--- src/rtl/rsb_pkg.sv ---
package rsb_pkg;

  typedef enum logic {
    RSB_IDLE = 1'b0,
    RSB_COPY = 1'b1
  } rsb_state_e;

  // Physical bank just behind idx on a ring of n+1 physical banks.
  function automatic int ring_pred(input int idx, input int n);
    return (idx == 0) ? n : idx - 1;
  endfunction

endpackage

--- src/rtl/rsb_bank_ram.sv ---
module rsb_bank_ram #(
  parameter int DATA_W = 16,
  parameter int WORDS  = 32,
  localparam int AW    = $clog2(WORDS)
) (
  input  logic              clk,
  input  logic              we,
  input  logic [AW-1:0]     waddr,
  input  logic [DATA_W-1:0] wdata,
  input  logic              re,
  input  logic [AW-1:0]     raddr,
  output logic [DATA_W-1:0] rdata
);

  logic [DATA_W-1:0] mem [WORDS];

  // Simple dual port, registered read: maps to block RAM.
  always_ff @(posedge clk) begin
    if (we) mem[waddr] <= wdata;
    if (re) rdata <= mem[raddr];
  end

endmodule

--- src/rtl/rsb_bank_map.sv ---
module rsb_bank_map #(
  parameter int NUM_BANKS = 4,
  localparam int LB_W     = (NUM_BANKS > 1) ? $clog2(NUM_BANKS) : 1,
  localparam int PB_W     = $clog2(NUM_BANKS + 1)
) (
  input  logic            clk,
  input  logic            rst,
  input  logic [LB_W-1:0] host_lbank,
  input  logic            commit,
  output logic [PB_W-1:0] host_phys,
  output logic [PB_W-1:0] src_phys,
  output logic [PB_W-1:0] spare_phys
);

  logic [PB_W-1:0] map_q [NUM_BANKS];
  logic [PB_W-1:0] spare_q;
  logic [LB_W-1:0] owner;

  always_comb begin
    src_phys = PB_W'(rsb_pkg::ring_pred(int'(spare_q), NUM_BANKS));
  end

  // Logical bank currently living in the source physical bank.
  always_comb begin
    owner = '0;
    for (int l = 0; l < NUM_BANKS; l++) begin
      if (map_q[l] == src_phys) owner = LB_W'(l);
    end
  end

  always_comb begin
    if (int'(host_lbank) < NUM_BANKS) host_phys = map_q[host_lbank];
    else                              host_phys = '0;
  end

  assign spare_phys = spare_q;

  always_ff @(posedge clk) begin
    if (rst) begin
      for (int l = 0; l < NUM_BANKS; l++) map_q[l] <= PB_W'(l);
      spare_q <= PB_W'(NUM_BANKS);
    end else if (commit) begin
      map_q[owner] <= spare_q;
      spare_q      <= src_phys;
    end
  end

endmodule

--- src/rtl/rsb_copy_engine.sv ---
module rsb_copy_engine #(
  parameter int BANK_WORDS       = 32,
  parameter int REFRESH_INTERVAL = 256,
  localparam int WA_W            = $clog2(BANK_WORDS),
  localparam int AGE_W           = $clog2(REFRESH_INTERVAL + 1)
) (
  input  logic            clk,
  input  logic            rst,
  input  logic            refresh_req,
  input  logic            src_rd,
  input  logic            src_wr,
  output logic            busy,
  output logic            done,
  output logic            commit,
  output logic            rd_issue,
  output logic [WA_W-1:0] rd_addr,
  output logic            wr_en,
  output logic [WA_W-1:0] wr_addr
);

  import rsb_pkg::*;

  rsb_state_e       state_q;
  logic [WA_W:0]    ptr_q;
  logic             s1_valid_q;
  logic [WA_W-1:0]  s1_addr_q;
  logic [AGE_W-1:0] age_q;
  logic             done_q;
  logic             start;
  logic             all_issued;

  assign busy       = (state_q == RSB_COPY);
  assign all_issued = (ptr_q >= (WA_W+1)'(BANK_WORDS));
  assign start      = !busy && (refresh_req || (age_q == AGE_W'(REFRESH_INTERVAL - 1)));
  assign rd_issue   = busy && !all_issued && !src_rd && !src_wr;
  assign rd_addr    = ptr_q[WA_W-1:0];
  assign wr_en      = s1_valid_q && !src_wr;
  assign wr_addr    = s1_addr_q;
  assign commit     = busy && all_issued && !s1_valid_q;
  assign done       = done_q;

  always_ff @(posedge clk) begin
    if (rst) begin
      state_q    <= RSB_IDLE;
      ptr_q      <= '0;
      s1_valid_q <= 1'b0;
      s1_addr_q  <= '0;
      age_q      <= '0;
      done_q     <= 1'b0;
    end else begin
      done_q     <= commit;
      s1_valid_q <= rd_issue;
      if (rd_issue) s1_addr_q <= rd_addr;
      if (start) begin
        state_q <= RSB_COPY;
        ptr_q   <= '0;
        age_q   <= '0;
      end else if (commit) begin
        state_q <= RSB_IDLE;
        age_q   <= '0;
      end else if (busy) begin
        if (s1_valid_q && src_wr) ptr_q <= {1'b0, s1_addr_q};   // rewind blocked word
        else if (rd_issue)        ptr_q <= ptr_q + (WA_W+1)'(1);
      end else begin
        age_q <= age_q + AGE_W'(1);
      end
    end
  end

endmodule

--- src/rtl/rsb_refresh_ctrl.sv ---
module rsb_refresh_ctrl #(
  parameter int NUM_BANKS        = 4,
  parameter int BANK_WORDS       = 32,
  parameter int DATA_W           = 16,
  parameter int REFRESH_INTERVAL = 256,
  localparam int LB_W            = (NUM_BANKS > 1) ? $clog2(NUM_BANKS) : 1,
  localparam int PB_W            = $clog2(NUM_BANKS + 1),
  localparam int WA_W            = $clog2(BANK_WORDS)
) (
  input  logic              clk,
  input  logic              rst,
  input  logic              host_en,
  input  logic              host_we,
  input  logic [LB_W-1:0]   host_lbank,
  input  logic [WA_W-1:0]   host_word,
  input  logic [DATA_W-1:0] host_wdata,
  output logic [DATA_W-1:0] host_rdata,
  output logic              host_rvalid,
  input  logic              refresh_req,
  output logic              refresh_busy,
  output logic              refresh_done,
  output logic [PB_W-1:0]   spare_bank
);

  localparam int NUM_PHYS = NUM_BANKS + 1;

  logic [PB_W-1:0]   host_phys, src_phys, spare_phys;
  logic              host_valid, host_src, src_rd, src_wr;
  logic              cp_busy, cp_done, cp_commit, cp_issue, cp_wr_en;
  logic [WA_W-1:0]   cp_rd_addr, cp_wr_addr;
  logic [DATA_W-1:0] cp_wdata;
  logic [DATA_W-1:0] bank_rdata [NUM_PHYS];
  logic              rd_pend_q;
  logic [PB_W-1:0]   rd_phys_q;

  assign host_valid = host_en && (int'(host_lbank) < NUM_BANKS);
  assign host_src   = host_valid && cp_busy && (host_phys == src_phys);
  assign src_rd     = host_src && !host_we;
  assign src_wr     = host_src && host_we;
  assign cp_wdata   = bank_rdata[src_phys];

  rsb_bank_map #(.NUM_BANKS(NUM_BANKS)) map_i (
    .clk        (clk),
    .rst        (rst),
    .host_lbank (host_lbank),
    .commit     (cp_commit),
    .host_phys  (host_phys),
    .src_phys   (src_phys),
    .spare_phys (spare_phys)
  );

  rsb_copy_engine #(
    .BANK_WORDS       (BANK_WORDS),
    .REFRESH_INTERVAL (REFRESH_INTERVAL)
  ) copy_i (
    .clk         (clk),
    .rst         (rst),
    .refresh_req (refresh_req),
    .src_rd      (src_rd),
    .src_wr      (src_wr),
    .busy        (cp_busy),
    .done        (cp_done),
    .commit      (cp_commit),
    .rd_issue    (cp_issue),
    .rd_addr     (cp_rd_addr),
    .wr_en       (cp_wr_en),
    .wr_addr     (cp_wr_addr)
  );

  for (genvar p = 0; p < NUM_PHYS; p++) begin : g_bank
    logic              hit, is_spare, is_src, mirror;
    logic              we, re;
    logic [WA_W-1:0]   waddr, raddr;
    logic [DATA_W-1:0] wdata;

    assign hit      = host_valid && (host_phys == PB_W'(p));
    assign is_spare = (spare_phys == PB_W'(p));
    assign is_src   = (src_phys == PB_W'(p));
    assign mirror   = src_wr && is_spare;
    assign we       = (hit && host_we) || mirror || (cp_wr_en && is_spare);
    assign waddr    = (hit || mirror) ? host_word : cp_wr_addr;
    assign wdata    = (hit || mirror) ? host_wdata : cp_wdata;
    assign re       = (hit && !host_we) || (cp_issue && is_src);
    assign raddr    = hit ? host_word : cp_rd_addr;

    rsb_bank_ram #(.DATA_W(DATA_W), .WORDS(BANK_WORDS)) ram_i (
      .clk   (clk),
      .we    (we),
      .waddr (waddr),
      .wdata (wdata),
      .re    (re),
      .raddr (raddr),
      .rdata (bank_rdata[p])
    );
  end

  always_ff @(posedge clk) begin
    if (rst) begin
      rd_pend_q   <= 1'b0;
      rd_phys_q   <= '0;
      host_rvalid <= 1'b0;
      host_rdata  <= '0;
    end else begin
      rd_pend_q   <= host_valid && !host_we;
      rd_phys_q   <= host_phys;
      host_rvalid <= rd_pend_q;
      if (rd_pend_q) host_rdata <= bank_rdata[rd_phys_q];
    end
  end

  assign refresh_busy = cp_busy;
  assign refresh_done = cp_done;
  assign spare_bank   = spare_phys;

endmodule

--- config.mk ---
export PLATFORM = sky130hd
export DESIGN_NAME = rsb_refresh_ctrl
export DESIGN_NICKNAME = d
export VERILOG_FILES = /design/src/rtl/rsb_pkg.sv /design/src/rtl/rsb_bank_ram.sv /design/src/rtl/rsb_bank_map.sv /design/src/rtl/rsb_copy_engine.sv /design/src/rtl/rsb_refresh_ctrl.sv
export SDC_FILE = /design/constraint.sdc
export NUM_CORES = 2
export LEC_CHECK = 0
export CORE_MARGIN = 2
export CORE_UTILIZATION = 27
export DETAILED_ROUTE_END_ITERATION = 7
export GPL_ROUTABILITY_DRIVEN = 0
export PLACE_DENSITY = 0.39
export SLEW_MARGIN = 15
export SYNTH_ARGS = -nofsm -noshare
export SYNTH_HDL_FRONTEND = slang
export SYNTH_SLANG_ARGS = --single-unit
--- constraint.sdc ---
create_clock -name clk -period 6.4 [get_ports clk]
set_input_delay 1.28 -clock clk [delete_from_list [all_inputs] [get_ports clk]]
set_output_delay 1.28 -clock clk [all_outputs]
set_load 0.02 [all_outputs]
After elaboration in Yosys (flattened, before gate mapping)
Memory sizes are Yosys's and may differ from the RTL's. A register that Yosys moved wholly into a read port is not among the register bits.
Index checks and enable logic that the tools add are counted.
{"block": "totals", "register_bits": 47, "input_bits": 28, "word_cells": 170, "ram_bits": 2572, "n_memories": 6, "out_inout_bits": 22}
{"name": "g_bank[0].ram_i.mem", "depth": 32, "width": 16, "rd": 1, "rd_ports_with_merged_regs": 1, "write_ports": 1, "line": "rsb_bank_ram.sv:15", "rtl": "logic [DATA_W-1:0] mem [WORDS];"}
{"name": "g_bank[1].ram_i.mem", "depth": 32, "width": 16, "rd": 1, "rd_ports_with_merged_regs": 1, "write_ports": 1, "line": "rsb_bank_ram.sv:15"}
{"name": "g_bank[2].ram_i.mem", "depth": 32, "width": 16, "rd": 1, "rd_ports_with_merged_regs": 1, "write_ports": 1, "line": "rsb_bank_ram.sv:15"}
{"name": "g_bank[3].ram_i.mem", "depth": 32, "width": 16, "rd": 1, "rd_ports_with_merged_regs": 1, "write_ports": 1, "line": "rsb_bank_ram.sv:15"}
{"name": "g_bank[4].ram_i.mem", "depth": 32, "width": 16, "rd": 1, "rd_ports_with_merged_regs": 1, "write_ports": 1, "line": "rsb_bank_ram.sv:15"}
{"name": "map_i.map_q", "depth": 4, "width": 3, "rd": 4, "rd_ports_with_merged_regs": 0, "write_ports": 4, "line": "rsb_bank_map.sv:15", "rtl": "logic [PB_W-1:0] map_q [NUM_BANKS];"}
{"block": "classes", "addsub": 3, "mux": 47, "eq_ne": 17, "bitwise_logic": 3, "order_cmp": 3, "n_reduce_logical": 80}
{"operator": "16-bit 2-to-1 mux", "count": 9}
{"operator": "16-bit binary-select mux with 3-bit select", "count": 2}
{"operator": "5-bit 2-to-1 mux", "count": 10}
{"operator": "1-bit logical AND", "count": 43}
{"operator": "1-bit logical OR", "count": 21}
{"operator": "1-bit 2-to-1 mux", "count": 19}
{"operator": "3-bit by 2-bit == test with 1-bit output, second input constant", "count": 6}
{"operator": "3-bit == test", "count": 4}
{"operator": "3-bit zero test", "count": 4}
{"operator": "6-bit 2-to-1 mux", "count": 2}
{"operator": "9-bit by 1-bit adder with 9-bit output, second input constant", "count": 1}
{"operator": "3-bit by 1-bit == test with 1-bit output, second input constant", "count": 3}
{"operator": "3-bit == test, second input constant", "count": 3}
{"operator": "9-bit by 8-bit == test with 1-bit output, second input constant", "count": 1}
{"operator": "4-bit >= comparator, second input constant", "count": 2}
{"operator": "3-bit NOT with 4-bit output", "count": 2}
{"operator": "6-bit by 1-bit adder with 6-bit output, second input constant", "count": 1}
{"operator": "6-bit >= comparator, second input constant", "count": 1}
{"operator": "1-bit zero test", "count": 6}
{"operator": "2-bit 2-to-1 mux", "count": 3}
{"operator": "3-bit 2-to-1 mux", "count": 2}
{"operator": "3-bit OR reduction", "count": 2}
{"operator": "2-bit nonzero test", "count": 2}
{"operator": "3-bit AND reduction", "count": 1}
{"operator": "other kinds (3)", "count": 3}

Longest topological paths before layout
{"block": "logic_depth", "ltp_word": 11, "ltp_mapped": 11}

Modules after synthesis
A second synthesis with hierarchy kept.
{"block": "hier_totals", "hier_cells": 6300, "area_unflattened_um2": 109152.2}
{"mod": "rsb_bank_ram", "area_per_inst_um2": 20696.1, "cells_per_inst": 1143, "seq_area_each_um2": 15855.2, "n_inst": 5}
{"mod": "rsb_refresh_ctrl", "area_per_inst_um2": 3638.5, "cells_per_inst": 372, "seq_area_each_um2": 420.4, "n_inst": 1}
{"mod": "rsb_copy_engine", "area_per_inst_um2": 1147.4, "cells_per_inst": 131, "seq_area_each_um2": 460.4, "n_inst": 1}
{"mod": "rsb_bank_map", "area_per_inst_um2": 885.8, "cells_per_inst": 82, "seq_area_each_um2": 420.4, "n_inst": 1}

Least setup slack after synthesis
No wires, ideal clock.
{"block": "synth_path", "kind": "input to register", "startpoint": "in host_lbank[0]", "endpoint": "mem g_bank[0].ram_i.mem[13][0] (enable)", "t_required_ps": 5991, "path_stages": 9, "t_arrival_ps": 4714, "path_slack_ps": 1277, "n_path_buf": 2, "cell_sequence": "mux4_2 buf_2 nor2_1 xnor2_1 a2bb2oi_1 o21ai_0 o32a_1 clkbuf_1 nor3_1"}
{"block": "synth_between", "elab_chain_cells": 10, "elab_cells_between_ends": 17, "classes_between": "eq/ne: 1; mux: 3; reduce/logical: 12; memory: 1"}
{"item": "start, declared", "line": "rsb_refresh_ctrl.sv:14", "rtl": "input logic [LB_W-1:0] host_lbank,"}
{"item": "memory read 4 x 3 bit *"}
{"item": "3-bit == test", "line": "rsb_refresh_ctrl.sv:37", "rtl": "assign host_src = host_valid && cp_busy && (host_phys == src_phys);"}
{"item": "1-bit logical AND", "line": "rsb_refresh_ctrl.sv:37"}
{"item": "1-bit logical AND", "line": "rsb_refresh_ctrl.sv:39", "rtl": "assign src_wr = host_src && host_we;"}
{"item": "1-bit zero test", "line": "rsb_copy_engine.sv:37", "rtl": "assign wr_en = s1_valid_q && !src_wr;"}
{"item": "1-bit logical AND", "line": "rsb_copy_engine.sv:37"}
{"item": "1-bit logical AND", "line": "rsb_refresh_ctrl.sv:80", "rtl": "assign we = (hit && host_we) || mirror || (cp_wr_en && is_spare);"}
{"item": "1-bit logical OR", "line": "rsb_refresh_ctrl.sv:80"}
{"item": "1-bit 2-to-1 mux", "line": "rsb_bank_ram.sv:19", "rtl": "if (we) mem[waddr] <= wdata;"}
{"item": "1-bit 2-to-1 mux (not written as such)", "line": "rsb_bank_ram.sv:19"}
{"item": "end, declared", "line": "rsb_bank_ram.sv:15"}
Every way passes the cells marked *; elsewhere a longest branch is shown, timed or not.

Final worst setup path
{"block": "layout_path", "startpoint": "in host_lbank[1]", "endpoint": "reg g_bank[1].ram_i.rdata[11], read port of g_bank[1].ram_i.mem, data pin"}
{"block": "layout_between", "elab_chain_cells": 9, "elab_cells_between_ends": 15, "classes_between": "eq/ne: 2; mux: 1; reduce/logical: 11; memory: 1"}
{"item": "memory read 4 x 3 bit *"}
{"item": "3-bit == test", "line": "rsb_refresh_ctrl.sv:37"}
{"item": "1-bit logical AND", "line": "rsb_refresh_ctrl.sv:37"}
{"item": "1-bit logical AND", "line": "rsb_refresh_ctrl.sv:38", "rtl": "assign src_rd = host_src && !host_we;"}
{"item": "1-bit zero test", "line": "rsb_copy_engine.sv:35", "rtl": "assign rd_issue = busy && !all_issued && !src_rd && !src_wr;"}
{"item": "1-bit logical AND (2 in a row)", "line": "rsb_copy_engine.sv:35"}
{"item": "1-bit logical AND", "line": "rsb_refresh_ctrl.sv:83", "rtl": "assign re = (hit && !host_we) || (cp_issue && is_src);"}
{"item": "1-bit logical OR", "line": "rsb_refresh_ctrl.sv:83"}
{"item": "end, declared", "line": "rsb_bank_ram.sv:12", "rtl": "output logic [DATA_W-1:0] rdata"}
Marked as above.
A chain may end at the register's enable or synchronous reset.

==> reports/metrics.csv <==
metric,value,unit
register area share after synthesis,0.751,
"EDFF count, synth",2652,
drt pass-1 iters,5,
FMAX,0.187,GHz
Worst Tran Pin Value,1.31,ns
Hold Crit Class,flop to flop,
worst skew pair latency,0.93,ns
CTS tree,built,
largest net degree at the start of global routing,88,
row count,231,
Die W,634,um
Synth Area in XOR/XNOR,0.00114,
Synth Area in Compound Gates,0.0578,
max_cap viols,0,
RSZ-0062 raised after global routing,false,
Static Leak,41.1,nW
initial antenna violation count,19,
fillers,38600,
synth unique cells,62,
Clk pwr share,0.434,
first-pass GRT wire length,525000,um
total track usage,0.182,
PD cells,309,nW/um^2
WL final,375000,um
Final period util,0.834,
relative slew slack,0.126,
Mapped Avg Cell Area,13.9,um^2
DR WL/cell,27.4,um
"FFs w/ async S/R, synth",0,
PortBufs,49,
synth cell count leaders,"edfxtp_1 (2,652), nand2_1 (2,001), nand3_1 (648)",
area of the multi-input gates,26700,um^2
most frequent cell after synthesis,edfxtp_1,
count of pins over their slew limit,0,
area share of the largest cell type after synthesis,0.743,
CTS buffer count,306,
Post-Route Skew,0.0632,ns
adder-cell share of the synthesized area,0.000467,
Fin Setup TNS,0,ns
vias in the first global route,66000,
Critical Path Fanout Max,28,
Mapped Area,107000,um^2
Worst EP arrival,5.92,ns
DP Wirelength,240000,um
Yosys reg bits,2699,
nets,8211,
Net Sw Power,9.45,mW
area grow syn2layout,20.7,%
die height,634,um
multiplexer area fraction after synthesis,0.0456,
synth top area cells,"edfxtp_1 (74%), nand2_1 (7.0%), mux2i_1 (3.7%), nand3_1 (3.0%), a32oi_1 (2.6%)",
final non-filler cell total,13700,
buffer depth of the longest clock path,4,
CP Launch Type,input port,
hold path start,copy_i.age_q[8],
Critical Path End Type,flop,
Synth Instances,7712,
Synth Flop Type,edfxtp_1,
Peak supply drop,0.000203,V
worst setup path class,input port to flop,
sequential power share,0.498,
Post-Synth Simple-Gate Area,0.125,
Cells after DPL,13100,
clock slew at reported path FFs,0.07,ns
io pins,50,
switching part of the total,0.236,
# hold bufs at CTS,0,
Die Area,402000,um^2
initial DRC count,6349,
post-route ant nets,0,
layout cells sized above 1,0.167,
Clock Sinks,2699,
Remaining DRCs,0,
GR Overflow Total,0,
Initial Util,0.271,
post-CTS sizing,0,
# H-tree levels,5,
status,finished clean,
routed via count,67500,
DR vias/cell,4.93,
largest family of logic cells by synthesized area,simple AND/OR/NAND/NOR gates,
core area,396000,um^2
# setup viols final,0,
Setup crit start,host_lbank[1],
min Tclk post-route,5.34,ns
reg2reg start,map_i.spare_phys[2],
Syn. warnings,0,
Comb pwr share,0.068,
Clock Tree Root,clkbuf_16,
Hold Fails Final Rpt,0,
Post-Syn Nets,7744,
setup bufs post-CTS,0,
critical path required time,6.98,ns
internal power,30.6,mW
cell taking the most area after synthesis,edfxtp_1,
register area,80600,um^2
[worst paths after layout]
check,endpoint,slack [ns],cells after the start
max reg2reg,g_bank[2].ram_i.mem[4][10],1.32,7
min,copy_i.age_q[8],0.51,2
min reg2reg,copy_i.age_q[8],0.51,2
max,g_bank[1].ram_i.rdata[11],1.06,11
[power groups by stage]
stage | sequential (mW) | clock [mW] | combinational, mW
finish | 20.0 | 17.4 | 2.73
global route | 19.9 | 18.5 | 2.92
CTS | 20.0 | 17.8 | 2.79
detailed placement | 20.3 | 0 | 2.78
global placement | 20.3 | 0 | 2.75
floorplan | 20.3 | 0 | 1.16
[stage by stage]
step,setup slack (ns),area [um^2],hold WS (ns),power (mW),util
2_1_floorplan,1.28,107000,0.459,21.5,-
3_3_place_gp,0.0623,120000,0.467,23.1,0.302
3_5_place_dp,0.180,120000,0.499,23.1,0.302
4_1_cts,1.15,129000,0.511,40.6,0.327
5_1_grt,1.06,129000,0.547,41.4,0.327
6_report,1.06,129000,0.505,40.1,0.327
[registers in the layout (all words and copies together), names as in the netlist]
name	count
host_rdata	16
map_i.spare_phys	3
rd_phys_q	3
g_bank.ram_i.rdata	80
g_bank.ram_i.mem	2560
copy_i.busy	1
host_rvalid	1
map_i.map_q	12
copy_i.s1_valid_q	1
rd_pend_q	1
copy_i.done	1
copy_i.wr_addr	5
copy_i.ptr_q	6
copy_i.age_q	9
[routing by layer]
metal	track usage	routed length, um
met4	0.0527	11100
met1	0.254	170000
met5	0	13
met2	0.296	176000
met3	0.0248	17400
[placed cells by master (no fill, tap or decap), types with 97 or more instances in the layout]
cell type	instances
nand3_1	648
edfxtp_1	2652
nor2_1	169
a32oi_1	320
mux2i_1	374
buf_4	542
nand2_1	2001
nor3_2	97
a31oi_1	321
clkbuf_16	310
[area by class of cell]
class,instances,area share
flip-flops and latches,2699,0.622
clock inverters,190,0.0142
inverters,21,0.000609
repair buffers,650,0.0442
well taps,5242,0.0506
multi-input cells,4501,0.206
clock buffers,361,0.0618
diodes,12,0.000232
[cells by family (layout without fill, tap and decap cells)]
family / after synthesis / after routing
AND/OR/NAND/NOR: 3168 / 3168
flip-flops: 2699 / 2699
AO/OA/AOI/OAI: 867 / 867
buffers and inverters: 512 / 1222
multiplexers: 448 / 448
XOR/XNOR: 14 / 14
adder cells (fa/ha/maj): 4 / 4
other: 0 / 12
[critical path, cell delays in order]
cell and delay, ns:
clkdlybuf4s50_1 0.55, mux4_2 0.77, nor4b_4 0.53, mux2i_4 0.33
buf_12 0.28, buf_4 0.32, buf_4 0.20, nand2_1 0.06
a32oi_1 0.21, a31oi_1 0.29, nor4_1 1.03
Note: power is estimated with default switching activity, not from simulation.
